[config.mk]
export PLATFORM = sky130hd
export DESIGN_NAME = ahbs_cmdgen
export DESIGN_NICKNAME = d
export VERILOG_FILES = /design/src/rtl/ahbs_cmd_pkg.sv /design/src/rtl/ahbs_fifo.sv /design/src/rtl/ahbs_burst_track.sv /design/src/rtl/ahbs_cmdgen.sv
export SDC_FILE = /design/constraint.sdc
export NUM_CORES = 1
export LEC_CHECK = 0
export BUFFER_PORTS_ARGS = -buffer_cell sky130_fd_sc_hd__clkbuf_2
export CAP_MARGIN = 20
export CORE_MARGIN = 2
export CORE_UTILIZATION = 50
export DETAILED_ROUTE_END_ITERATION = 10
export PLACE_DENSITY = 0.71
export SLEW_MARGIN = 10
export SYNTH_ARGS = -nofsm -noshare
export SYNTH_HDL_FRONTEND = slang
export SYNTH_SLANG_ARGS = --single-unit
[constraint.sdc]
create_clock -name clk -period 3.5 [get_ports clk]
set_input_delay 0.35 -clock clk [delete_from_list [all_inputs] [get_ports clk]]
set_output_delay 0.35 -clock clk [all_outputs]
set_load 0.03 [all_outputs]
[src/rtl/ahbs_cmd_pkg.sv]
package ahbs_cmd_pkg;

    localparam logic [1:0] TR_IDLE = 2'b00;
    localparam logic [1:0] TR_BUSY = 2'b01;
    localparam logic [1:0] TR_NSEQ = 2'b10;
    localparam logic [1:0] TR_SEQ  = 2'b11;

    localparam logic [2:0] BU_SINGLE = 3'b000;
    localparam logic [2:0] BU_INCR   = 3'b001;

    localparam logic [1:0] RSP_OKAY = 2'b00;
    localparam logic [1:0] RSP_ERR  = 2'b01;

    localparam logic [2:0] SIZE_MAX = 3'd2;

    typedef struct packed {
        logic       write;
        logic [2:0] burst;
        logic [2:0] size;
        logic [4:0] beats;
    } cmd_t;

    // beats per burst code; undefined-length bursts are split into single beats
    function automatic logic [4:0] beats_of(input logic [2:0] burst);
        if (burst[2:1] == 2'b00) return 5'd1;
        return 5'd1 << ({1'b0, burst[2:1]} + 3'd1);
    endfunction

    function automatic logic is_wrap(input logic [2:0] burst);
        return (burst[0] == 1'b0) && (burst[2:1] != 2'b00);
    endfunction

endpackage

[src/rtl/ahbs_fifo.sv]
module ahbs_fifo
    import ahbs_cmd_pkg::*;
#(
    parameter int W     = 8,
    parameter int DEPTH = 4
) (
    input  logic         clk,
    input  logic         rst_n,
    input  logic         push_i,
    input  logic [W-1:0] din_i,
    input  logic         pop_i,
    output logic [W-1:0] dout_o,
    output logic         empty_o,
    output logic         full_o
);
    localparam int PW = (DEPTH > 1) ? $clog2(DEPTH) : 1;
    localparam int CW = PW + 1;

    typedef struct packed {
        logic [PW-1:0] wp;
        logic [PW-1:0] rp;
        logic [CW-1:0] cnt;
    } ptr_t;

    ptr_t         ptr_d, ptr_q;
    logic [W-1:0] mem_q [DEPTH];
    logic         push_ok, pop_ok;

    assign empty_o = (ptr_q.cnt == '0);
    assign full_o  = (ptr_q.cnt == CW'(DEPTH));
    assign push_ok = push_i && !full_o;
    assign pop_ok  = pop_i && !empty_o;
    assign dout_o  = mem_q[ptr_q.rp];

    always_comb begin
        ptr_d = ptr_q;
        if (push_ok) ptr_d.wp = ptr_q.wp + PW'(1);
        if (pop_ok)  ptr_d.rp = ptr_q.rp + PW'(1);
        ptr_d.cnt = ptr_q.cnt + CW'(push_ok) - CW'(pop_ok);
    end

    always_ff @(posedge clk or negedge rst_n) begin
        if (!rst_n) ptr_q <= '0;
        else        ptr_q <= ptr_d;
    end

    always_ff @(posedge clk) begin
        if (push_ok) mem_q[ptr_q.wp] <= din_i;
    end

    AST_NO_OVERFLOW: assert property (@(posedge clk) disable iff (!rst_n)
        push_i |-> !full_o);
    AST_NO_UNDERFLOW: assert property (@(posedge clk) disable iff (!rst_n)
        pop_i |-> !empty_o);

endmodule

[src/rtl/ahbs_burst_track.sv]
module ahbs_burst_track
    import ahbs_cmd_pkg::*;
#(
    parameter int ADDR_W = 32
) (
    input  logic              clk,
    input  logic              rst_n,
    input  logic              acc_i,
    input  logic [1:0]        trans_i,
    input  logic [ADDR_W-1:0] addr_i,
    input  logic [2:0]        size_i,
    input  logic [2:0]        burst_i,
    output logic [ADDR_W-1:0] exp_addr_o
);
    typedef struct packed {
        logic [ADDR_W-1:0] nxt;
        logic [4:0]        left;
    } trk_t;

    trk_t trk_d, trk_q;

    function automatic logic [ADDR_W-1:0] step(input logic [ADDR_W-1:0] a,
                                               input logic [2:0] sz,
                                               input logic [2:0] bu);
        logic [ADDR_W-1:0] bytes, inc, span, mask;
        bytes = ADDR_W'(1) << sz;
        inc   = a + bytes;
        span  = bytes << ({1'b0, bu[2:1]} + 3'd1);
        mask  = span - ADDR_W'(1);
        if (is_wrap(bu)) return (a & ~mask) | (inc & mask);
        return inc;
    endfunction

    assign exp_addr_o = trk_q.nxt;

    always_comb begin
        trk_d = trk_q;
        if (acc_i) begin
            trk_d.nxt = step(addr_i, size_i, burst_i);
            if (trans_i == TR_NSEQ)
                trk_d.left = beats_of(burst_i) - 5'd1;
            else if (burst_i != BU_INCR)
                trk_d.left = trk_q.left - 5'd1;
        end
    end

    always_ff @(posedge clk or negedge rst_n) begin
        if (!rst_n) trk_q <= '0;
        else        trk_q <= trk_d;
    end

    AST_SEQ_ADDR: assert property (@(posedge clk) disable iff (!rst_n)
        acc_i && (trans_i == TR_SEQ) |-> addr_i == trk_q.nxt);
    AST_BEAT_BOUND: assert property (@(posedge clk) disable iff (!rst_n)
        acc_i && (trans_i == TR_SEQ) && (burst_i != BU_INCR) |-> trk_q.left != 5'd0);

endmodule

[src/rtl/ahbs_cmdgen.sv]
module ahbs_cmdgen
    import ahbs_cmd_pkg::*;
#(
    parameter int ADDR_W = 32,
    parameter int DATA_W = 32,
    parameter int CMD_DEPTH = 4,
    parameter int DAT_DEPTH = 4
) (
    input  logic              clk,
    input  logic              rst_n,
    input  logic              hsel_i,
    input  logic [ADDR_W-1:0] haddr_i,
    input  logic [1:0]        htrans_i,
    input  logic              hwrite_i,
    input  logic [2:0]        hsize_i,
    input  logic [2:0]        hburst_i,
    input  logic [DATA_W-1:0] hwdata_i,
    output logic              hready_o,
    output logic [1:0]        hresp_o,
    output logic [DATA_W-1:0] hrdata_o,
    output logic              cmd_valid_o,
    output logic              cmd_write_o,
    output logic [2:0]        cmd_burst_o,
    output logic [2:0]        cmd_size_o,
    output logic [4:0]        cmd_beats_o,
    input  logic              cmd_pop_i,
    output logic              adr_valid_o,
    output logic [ADDR_W-1:0] adr_o,
    input  logic              adr_pop_i,
    output logic              wdq_valid_o,
    output logic [DATA_W-1:0] wdq_data_o,
    input  logic              wdq_pop_i,
    input  logic              rdq_push_i,
    input  logic [DATA_W-1:0] rdq_data_i,
    output logic              rdq_full_o
);
    localparam int CMD_W = $bits(cmd_t);

    typedef struct packed {
        logic              valid;
        logic              write;
        logic              err;
        logic              need_cmd;
        logic [2:0]        burst;
        logic [2:0]        size;
        logic [ADDR_W-1:0] addr;
    } dphase_t;

    typedef struct packed {
        dphase_t dp;
        logic    cmd_done;
        logic    err2;
    } state_t;

    state_t            st_d, st_q;
    logic              acc, cmd_push, wf_push, rf_pop;
    logic              cmd_full, cmd_empty, adr_full, adr_empty;
    logic              wf_full, wf_empty, rf_empty;
    logic              cmd_ok;
    logic [ADDR_W-1:0] exp_addr;
    cmd_t              cmd_in, cmd_out;

    assign acc = hsel_i && hready_o && htrans_i[1];

    ahbs_burst_track #(.ADDR_W(ADDR_W)) u_track (
        .clk       (clk),
        .rst_n     (rst_n),
        .acc_i     (acc),
        .trans_i   (htrans_i),
        .addr_i    (haddr_i),
        .size_i    (hsize_i),
        .burst_i   (hburst_i),
        .exp_addr_o(exp_addr)
    );

    // data-phase handshake
    always_comb begin
        cmd_ok   = !st_q.dp.need_cmd || st_q.cmd_done || (!cmd_full && !adr_full);
        cmd_push = st_q.dp.valid && !st_q.dp.err && st_q.dp.need_cmd && !st_q.cmd_done
                   && !cmd_full && !adr_full;
        if (!st_q.dp.valid)
            hready_o = 1'b1;
        else if (st_q.dp.err)
            hready_o = st_q.err2;
        else if (st_q.dp.write)
            hready_o = cmd_ok && !wf_full;
        else
            hready_o = cmd_ok && !rf_empty;
        hresp_o = (st_q.dp.valid && st_q.dp.err) ? RSP_ERR : RSP_OKAY;
        wf_push = st_q.dp.valid && !st_q.dp.err && st_q.dp.write && hready_o;
        rf_pop  = st_q.dp.valid && !st_q.dp.err && !st_q.dp.write && hready_o;
    end

    always_comb begin
        cmd_in.write = st_q.dp.write;
        cmd_in.burst = st_q.dp.burst;
        cmd_in.size  = st_q.dp.size;
        cmd_in.beats = (st_q.dp.burst == BU_INCR) ? 5'd1 : beats_of(st_q.dp.burst);
    end

    // next state
    always_comb begin
        st_d = st_q;
        if (hready_o) begin
            st_d.cmd_done    = 1'b0;
            st_d.err2        = 1'b0;
            st_d.dp.valid    = acc;
            st_d.dp.write    = hwrite_i;
            st_d.dp.err      = acc && (hsize_i > SIZE_MAX);
            st_d.dp.need_cmd = (htrans_i == TR_NSEQ) || (hburst_i == BU_INCR);
            st_d.dp.burst    = hburst_i;
            st_d.dp.size     = hsize_i;
            st_d.dp.addr     = (htrans_i == TR_NSEQ) ? haddr_i : exp_addr;
        end else begin
            if (cmd_push) st_d.cmd_done = 1'b1;
            if (st_q.dp.err) st_d.err2 = 1'b1;
        end
    end

    always_ff @(posedge clk or negedge rst_n) begin
        if (!rst_n) st_q <= '0;
        else        st_q <= st_d;
    end

    ahbs_fifo #(.W(CMD_W), .DEPTH(CMD_DEPTH)) u_cmd_q (
        .clk(clk), .rst_n(rst_n),
        .push_i(cmd_push), .din_i(cmd_in),
        .pop_i(cmd_pop_i), .dout_o(cmd_out),
        .empty_o(cmd_empty), .full_o(cmd_full)
    );

    ahbs_fifo #(.W(ADDR_W), .DEPTH(CMD_DEPTH)) u_adr_q (
        .clk(clk), .rst_n(rst_n),
        .push_i(cmd_push), .din_i(st_q.dp.addr),
        .pop_i(adr_pop_i), .dout_o(adr_o),
        .empty_o(adr_empty), .full_o(adr_full)
    );

    ahbs_fifo #(.W(DATA_W), .DEPTH(DAT_DEPTH)) u_wdat_q (
        .clk(clk), .rst_n(rst_n),
        .push_i(wf_push), .din_i(hwdata_i),
        .pop_i(wdq_pop_i), .dout_o(wdq_data_o),
        .empty_o(wf_empty), .full_o(wf_full)
    );

    ahbs_fifo #(.W(DATA_W), .DEPTH(DAT_DEPTH)) u_rdat_q (
        .clk(clk), .rst_n(rst_n),
        .push_i(rdq_push_i), .din_i(rdq_data_i),
        .pop_i(rf_pop), .dout_o(hrdata_o),
        .empty_o(rf_empty), .full_o(rdq_full_o)
    );

    assign cmd_valid_o = !cmd_empty;
    assign cmd_write_o = cmd_out.write;
    assign cmd_burst_o = cmd_out.burst;
    assign cmd_size_o  = cmd_out.size;
    assign cmd_beats_o = cmd_out.beats;
    assign adr_valid_o = !adr_empty;
    assign wdq_valid_o = !wf_empty;

    AST_IDLE_OKAY: assert property (@(posedge clk) disable iff (!rst_n)
        hsel_i && hready_o && !htrans_i[1] |=> hready_o && hresp_o == RSP_OKAY);
    AST_ERR_SECOND: assert property (@(posedge clk) disable iff (!rst_n)
        (hresp_o == RSP_ERR) && !hready_o |=> (hresp_o == RSP_ERR) && hready_o);
    AST_ERR_NO_PUSH: assert property (@(posedge clk) disable iff (!rst_n)
        hresp_o == RSP_ERR |-> !cmd_push && !wf_push);
    AST_WAIT_OKAY: assert property (@(posedge clk) disable iff (!rst_n)
        !hready_o && !st_q.dp.err |-> hresp_o == RSP_OKAY);
    AST_RD_HOLD: assert property (@(posedge clk) disable iff (!rst_n)
        st_q.dp.valid && !st_q.dp.write && !st_q.dp.err && rf_empty |-> !hready_o);
    AST_ONE_CMD_PER_PHASE: assert property (@(posedge clk) disable iff (!rst_n)
        cmd_push && !hready_o |=> !cmd_push);

endmodule

==> flow_summary.ini, run 1 <==
[floorplan]
coreArea_um2 = 44000
die-width_um = 215
die-area_um2 = 46100
std_cell_rows = 77
start_util_pct = 50.4
io_pins = 227
die_y_um = 215

[hold_path]
whs_path_depth = 2
hp-class = input pin to flop

[global_route]
gr-usage-all-layers_pct = 20.1
grt_pass1_wl_um = 72100
grt_pass1_vias = 12667
antenna_found_initial = 1
grt_max_degree = 56
gr-total-overflow = 0

[timing]
setup_ws_ns = 0.562
grt_setup_unrepaired = no
maxSlewViolCount = 0
fmax_mhz = 340
max_slew_margin_pct = 43.4
hold_ws_ns = 0.0524
post-route-period-util_pct = 83.9
tightest_slew_ns = 0.849
period_minus_slack_ns = 2.94
finalSetupViolCount = 0
hold_viol_final = 0
tns_ns = 0
finClkSkew_ns = 0.0319

[final_layout]
final.fill_count = 3314
fin_util_pct = 60.0
nets = 1759
area_growth_pct = 19.0
diodes = 0
layout-drive-gt1-share_pct = 28.8

[clock_network]
cts.sinks = 536
clk_pin_slew_ns = 0.06
cts_tree = yes
htree_levels = 2
cts_resized = 0
clk_path_buf_depth = 3
numCtsBuffers = 53
cts_root_buffer = clkbuf_16
clk_latency_ns = 0.59

[critical_path]
worstSetupEndpointType = flop
worst_r2r_path_depth = 10
critPathKind = input pin to flop
worstPathRequired_ns = 4.00
cp_slowest_stage_delay_ns = 0.52
crit_chain = dlygate4sd3_1, clkbuf_2, inv_1, ha_1, nor2_1, nand3_1, ha_1, inv_1, nor2_1, ha_1, nor2_1, nor4bb_1, nand3_1, xor2_1, o21ai_0
path_max_fanout = 9
critPathArrivalTime_ns = 3.44
cp-start-kind = input pin
slowest_stage = dlygate4sd3_1

[logic_synthesis]
yosys_warnings = 0
synth_common_cells = 432 x edfxtp_1, 108 x mux4_2, 104 x dfrtp_1
yosysMostFrequentCell = edfxtp_1
synth.top_cell.area_share_pct = 58.4
yosys_register_bits = 536
synth-edff-count = 432
synth.distinct_cells = 73
synthFlopType = edfxtp_1
yosysSeqAreaShare_pct = 70.1
synthTopCellsByArea = edfxtp_1 58%, dfrtp_1 12%, mux4_2 11%, ha_1 1.6%, mux2i_1 1.5%
synth.largest_area_cell = edfxtp_1
syn_avg_cell_area_um2 = 17.0
ys_async_sr_fraction_pct = 19.4
syn_inst = 1303
synth_area_um2 = 22200

[power_and_ir_drop]
p_sw_mw = 7.08
p_clk_share_pct = 26.4
cellInternalPower_mw = 14.1
power.density_nw_per_um2 = 802
p_sw_share_pct = 33.4
ir_drop_mv = 0.508
power.share.combinational_pct = 30.7
p_leak_nw = 9.79
power_frac_seq_pct = 42.9

[routing]
dr.first_iter.drc_count = 889
ant_nets = 0
post_drt_wl_per_cell_um = 20.2
drt_first_pass_iters = 6
via_per_inst = 5.44
vias = 12244
route.detailed.drc = 0
wl_um = 45400

[placed_design]
port-buffer-count = 225
hpwl_um = 29700
gp_congestion = 0.910
dp_slack_ns = 0.325

[job]
cap_violations = 0

[run_status]
status = finished clean
## critical path, delay by kind of cell
kind,cells,cell delay [ns]
fa+ha+maj,3,1.02
buf+inv,4,0.89
simple gates,6,0.84
xor+xnor,1,0.17
compound gates,1,0.16
## per-layer routing
metal	GRT usage [%]	vias up	share of wire [%]	routed length, um
met3	4.08	72	5.1	2340
met5	0	-	0.022	10
met4	5.09	2	2.0	905
li1	-	5668	-	-
met1	28.0	6205	44	19900
met2	33.0	297	49	22200
## power groups by stage
| stage | sequential (mW) | clock, mW | combinational (mW) |
|---|---|---|---|
| 2_1_floorplan | 8.85 | 0 | 5.01 |
| 3_3_place_gp | 9.15 | 0 | 6.47 |
| 3_5_place_dp | 9.23 | 0 | 6.55 |
| 4_1_cts | 9.11 | 5.75 | 6.63 |
| 5_1_grt | 9.25 | 6.00 | 7.02 |
| 6_report | 9.09 | 5.59 | 6.50 |
## layout by cell type, fill, tap and decap left out, types with 7 or more instances in the layout
master and n:
o211ai_1 9, xor2_1 29, mux4_2 108, clkinv_1 11, and3_1 9, nor2b_1 12, xnor2_1 25, mux2_2 9
ha_1 29, clkbuf_2 224, dlygate4sd3_1 67, o21ai_1 14, buf_4 38, dfrtp_1 101, edfxtp_1 432, nor2_1 61
or3_1 7, a31oi_1 8, nand2b_1 10, nand3_1 18, nand2_1 61, nor3_1 8, mux2i_1 33, a21oi_1 50
clkbuf_16 54, inv_1 34, nand4_1 15, o21ai_0 33, and2_1 27, clkbuf_1 11
## final cells by class
class	count	area [um^2]	area share (%)
timing repair buffer	330	2100	7.94
inverter	34	128	0.483
clock inverter	33	339	1.28
multi-input combinational	659	6140	23.3
sequential	536	15600	59.0
clock buffer	65	1390	5.27
tap	592	741	2.80
## cells by family (layout without fill, tap and decap cells)
| kind of cell | Yosys count | count (layout) | synth area share (%) |
|---|---|---|---|
| compound gates | 152 | 152 | 4.16 |
| xor+xnor | 55 | 55 | 2.20 |
| fa+ha+maj | 33 | 33 | 1.99 |
| buf+inv | 112 | 462 | 2.28 |
| flops | 536 | 536 | 70.1 |
| mux | 150 | 150 | 12.9 |
| other cells | 1 | 5 | 0.0169 |
| simple gates | 264 | 264 | 6.31 |
## state kept, by name (all words and copies together), names as in the netlist
name	cells
u_cmd_q.ptr_q	7
u_wdat_q.ptr_q	7
st_q	37
u_adr_q.mem_q	128
u_track.exp_addr_o	32
u_rdat_q.ptr_q	7
u_rdat_q.mem_q	128
u_cmd_q.mem_q	48
cmd_in	7
u_adr_q.ptr_q	7
u_wdat_q.mem_q	128
## worst paths after layout
check,start,to,slack (ns)
worst max-delay path,hburst_i[2],u_track.exp_addr_o[30],0.56
min in group asynchronous,rst_n,cmd_in[10],0.35
worst max register to register,u_cmd_q.ptr_q[2],u_rdat_q.ptr_q[2],0.60
worst min register to register,u_rdat_q.ptr_q[4],u_rdat_q.ptr_q[4],0.47
worst min-delay path,hburst_i[0],cmd_in[8],0.05
max in group asynchronous,rst_n,st_q[26],2.37
## per-stage QoR
stage                     instance area, um^2  cells  total power, mW
final                                   26400   2249             21.2
after global routing                    26400   2249             22.3
after CTS                               26400   2249             21.5
after detailed placement                24000   2084             15.8
after global placement                  24000   2084             15.6
after floorplan                         22200   1307             13.9
## what timing repair did
item                      in CTS  in global routing
hold endpoints to repair     312                  0
hold buffers                  67                  0
buffers inserted               0                  0
Power figures use the tool's default switching activity.
==> inputs of run 2 (changes only) <==
==> constraint.sdc (replaced) <==
create_clock -name clk -period 2.85 [get_ports clk]
set_input_delay 0.285 -clock clk [delete_from_list [all_inputs] [get_ports clk]]
set_output_delay 0.285 -clock clk [all_outputs]
set_load 0.03 [all_outputs]
==> run 2 against run 1 <==
Effect of this change:
- worst hold slack got worse by 0.013 ns
- clock power is 36% higher
- combinational power is 26% higher
- sequential share of layout area is 1.0 points lower
- utilization increased by 1.1 points
- largest cell class unchanged
- highest routed layer unchanged
==> flow_summary.ini, run 2 (synthesis results as in run 1) <==
[run_status]
status = finished clean

[final_layout]
layout-drive-gt1-share_pct = 30.0
reg_top3 = u_adr_q.mem_q x128, u_rdat_q.mem_q x128, u_wdat_q.mem_q x128
nets = 1781
final.fill_count = 3270
final_common_cell = edfxtp_1
diodes = 0
area_growth_pct = 21.1
fin_util_pct = 61.1
final_cell_mix = 432 x edfxtp_1, 224 x clkbuf_2, 108 x mux4_2

[hold_path]
min_to = u_track.exp_addr_o[23]
whs_path_depth = 3
hp-start = haddr_i[23]
hp-class = input pin to flop

[critical_path]
r2r_start = u_adr_q.ptr_q[2]
path_max_fanout = 31
worstPathRequired_ns = 2.57
crit_chain = nor3b_2, o21ai_1, buf_4, a21o_1, and2_4, clkbuf_2
cp-start-kind = flop
critPathKind = flop to primary output
critPathArrivalTime_ns = 2.39
worst_r2r_path_depth = 10
worstSetupEndpointType = primary output
slowest_stage = and2_4
r2r-end = u_rdat_q.ptr_q[2]
regToRegSetupSlack_ns = 0.44
cp_slowest_stage_delay_ns = 0.42

[clock_network]
htree_levels = 2
cts.sinks = 536
numCtsBuffers = 54
clk_pin_slew_ns = 0.06
clk_latency_ns = 0.59
cts_setup_buffers = 0
clk_path_buf_depth = 3
cts_tree = yes
cts_root_buffer = clkbuf_16

[timing]
finClkSkew_ns = 0.0182
hold_viol_final = 0
fmax_mhz = 374
finalSetupViolCount = 0
post-route-period-util_pct = 93.9
setup_ws_ns = 0.174
tns_ns = 0
hold_ws_ns = 0.0396
period_minus_slack_ns = 2.68
tightest_slew_ns = 1.10
max_slew_margin_pct = 26.9
grt_setup_unrepaired = no
maxSlewViolCount = 0

[placed_design]
port-buffer-count = 225
hpwl_um = 29900
dp_slack_ns = 0.0896
gp_congestion = 0.881

[routing]
highest_layer = met5
ant_nets = 0
via_per_inst = 5.43
wl_met2_um = 22200
vias = 12343
wl_um = 45800
route.detailed.drc = 0
wl_met3_um = 2480
dr.first_iter.drc_count = 796
post_drt_wl_per_cell_um = 20.2
drt_first_pass_iters = 5
drt-met1-wl_um = 20100

[power_and_ir_drop]
power.density_nw_per_um2 = 1000
cellInternalPower_mw = 18.1
power_frac_seq_pct = 41.2
p_clk_share_pct = 28.3
p_sw_share_pct = 32.7
p_sw_mw = 8.81
ir_drop_mv = 0.540
p_leak_nw = 10.0
power.share.combinational_pct = 30.5

[floorplan]
die_y_um = 215
io_pins = 227
std_cell_rows = 77
die-width_um = 215
start_util_pct = 50.4
coreArea_um2 = 44000
die-area_um2 = 46100

[global_route]
grt_pass1_wl_um = 72300
grt_pass1_vias = 12893
grt_max_degree = 59
gr-usage-all-layers_pct = 20.2
antenna_found_initial = 1
gr-total-overflow = 0

[job]
cap_violations = 0
[run 2: cell types whose count changed in the layout (fill, tap and decap cells not counted), sizes merged]
cell / delta
clkbuf: +6
dlygate4sd3: +7
clkinv: -4
clkinvlp: -3
bufinv: +5
buf: +14
[run 2: how the worst max path moves through the flow]
stage                startpoint                     end
2_1_floorplan        hsize_i[1]  u_track.exp_addr_o[10]
3_3_place_gp        hburst_i[1]  u_track.exp_addr_o[10]
3_5_place_dp        hburst_i[1]  u_track.exp_addr_o[10]
4_1_cts        u_adr_q.ptr_q[1]                hready_o
5_1_grt        u_adr_q.ptr_q[2]                hready_o
6_report       u_adr_q.ptr_q[2]                hready_o
[run 2: through the flow]
step	power [mW]	instances	instance area [um^2]
after floorplan	17.0	1307	22200
after global placement	19.3	2098	24200
after detailed placement	19.5	2098	24200
after CTS	27.3	2274	26900
after global routing	28.2	2274	26900
final	26.9	2274	26900
[run 2: critical path, delay by kind of cell, from the launching register on]
family / cells / cell delay, ns
compound gates: 2 / 0.39
buf+inv: 2 / 0.42
flops: 1 / 0.39
simple gates: 2 / 0.60
[run 2: cell type report]
type | instances | area, um^2 | area share [%]
clock buffer | 71 | 1500 | 5.57
clock inverter | 31 | 457 | 1.70
inverter | 34 | 128 | 0.475
multi-input combinational | 659 | 6160 | 22.9
sequential | 536 | 15600 | 57.9
timing repair buffer | 351 | 2320 | 8.64
tap | 592 | 741 | 2.76
[run 2: metal layers]
| metal | up-vias | track usage (%) |
|---|---|---|
| met5 | - | 0 |
| met3 | 66 | 4.01 |
| met1 | 6257 | 27.8 |
| met4 | 2 | 5.90 |
| met2 | 326 | 33.1 |
| li1 | 5692 | - |
[run 2: power groups by stage]
stage	clock, mW	sequential [mW]	combinational [mW]
after global routing	8.08	11.3	8.87
final	7.61	11.1	8.21
after floorplan	0	10.9	6.16
after global placement	0	11.2	8.16
after detailed placement	0	11.3	8.24
after CTS	7.79	11.1	8.38
[run 2: timing repair]
action	CTS	global route
hold buffers	74	0
endpoints found under the setup margin	1	4
resized for setup	1	4
hold endpoints to repair	322	0
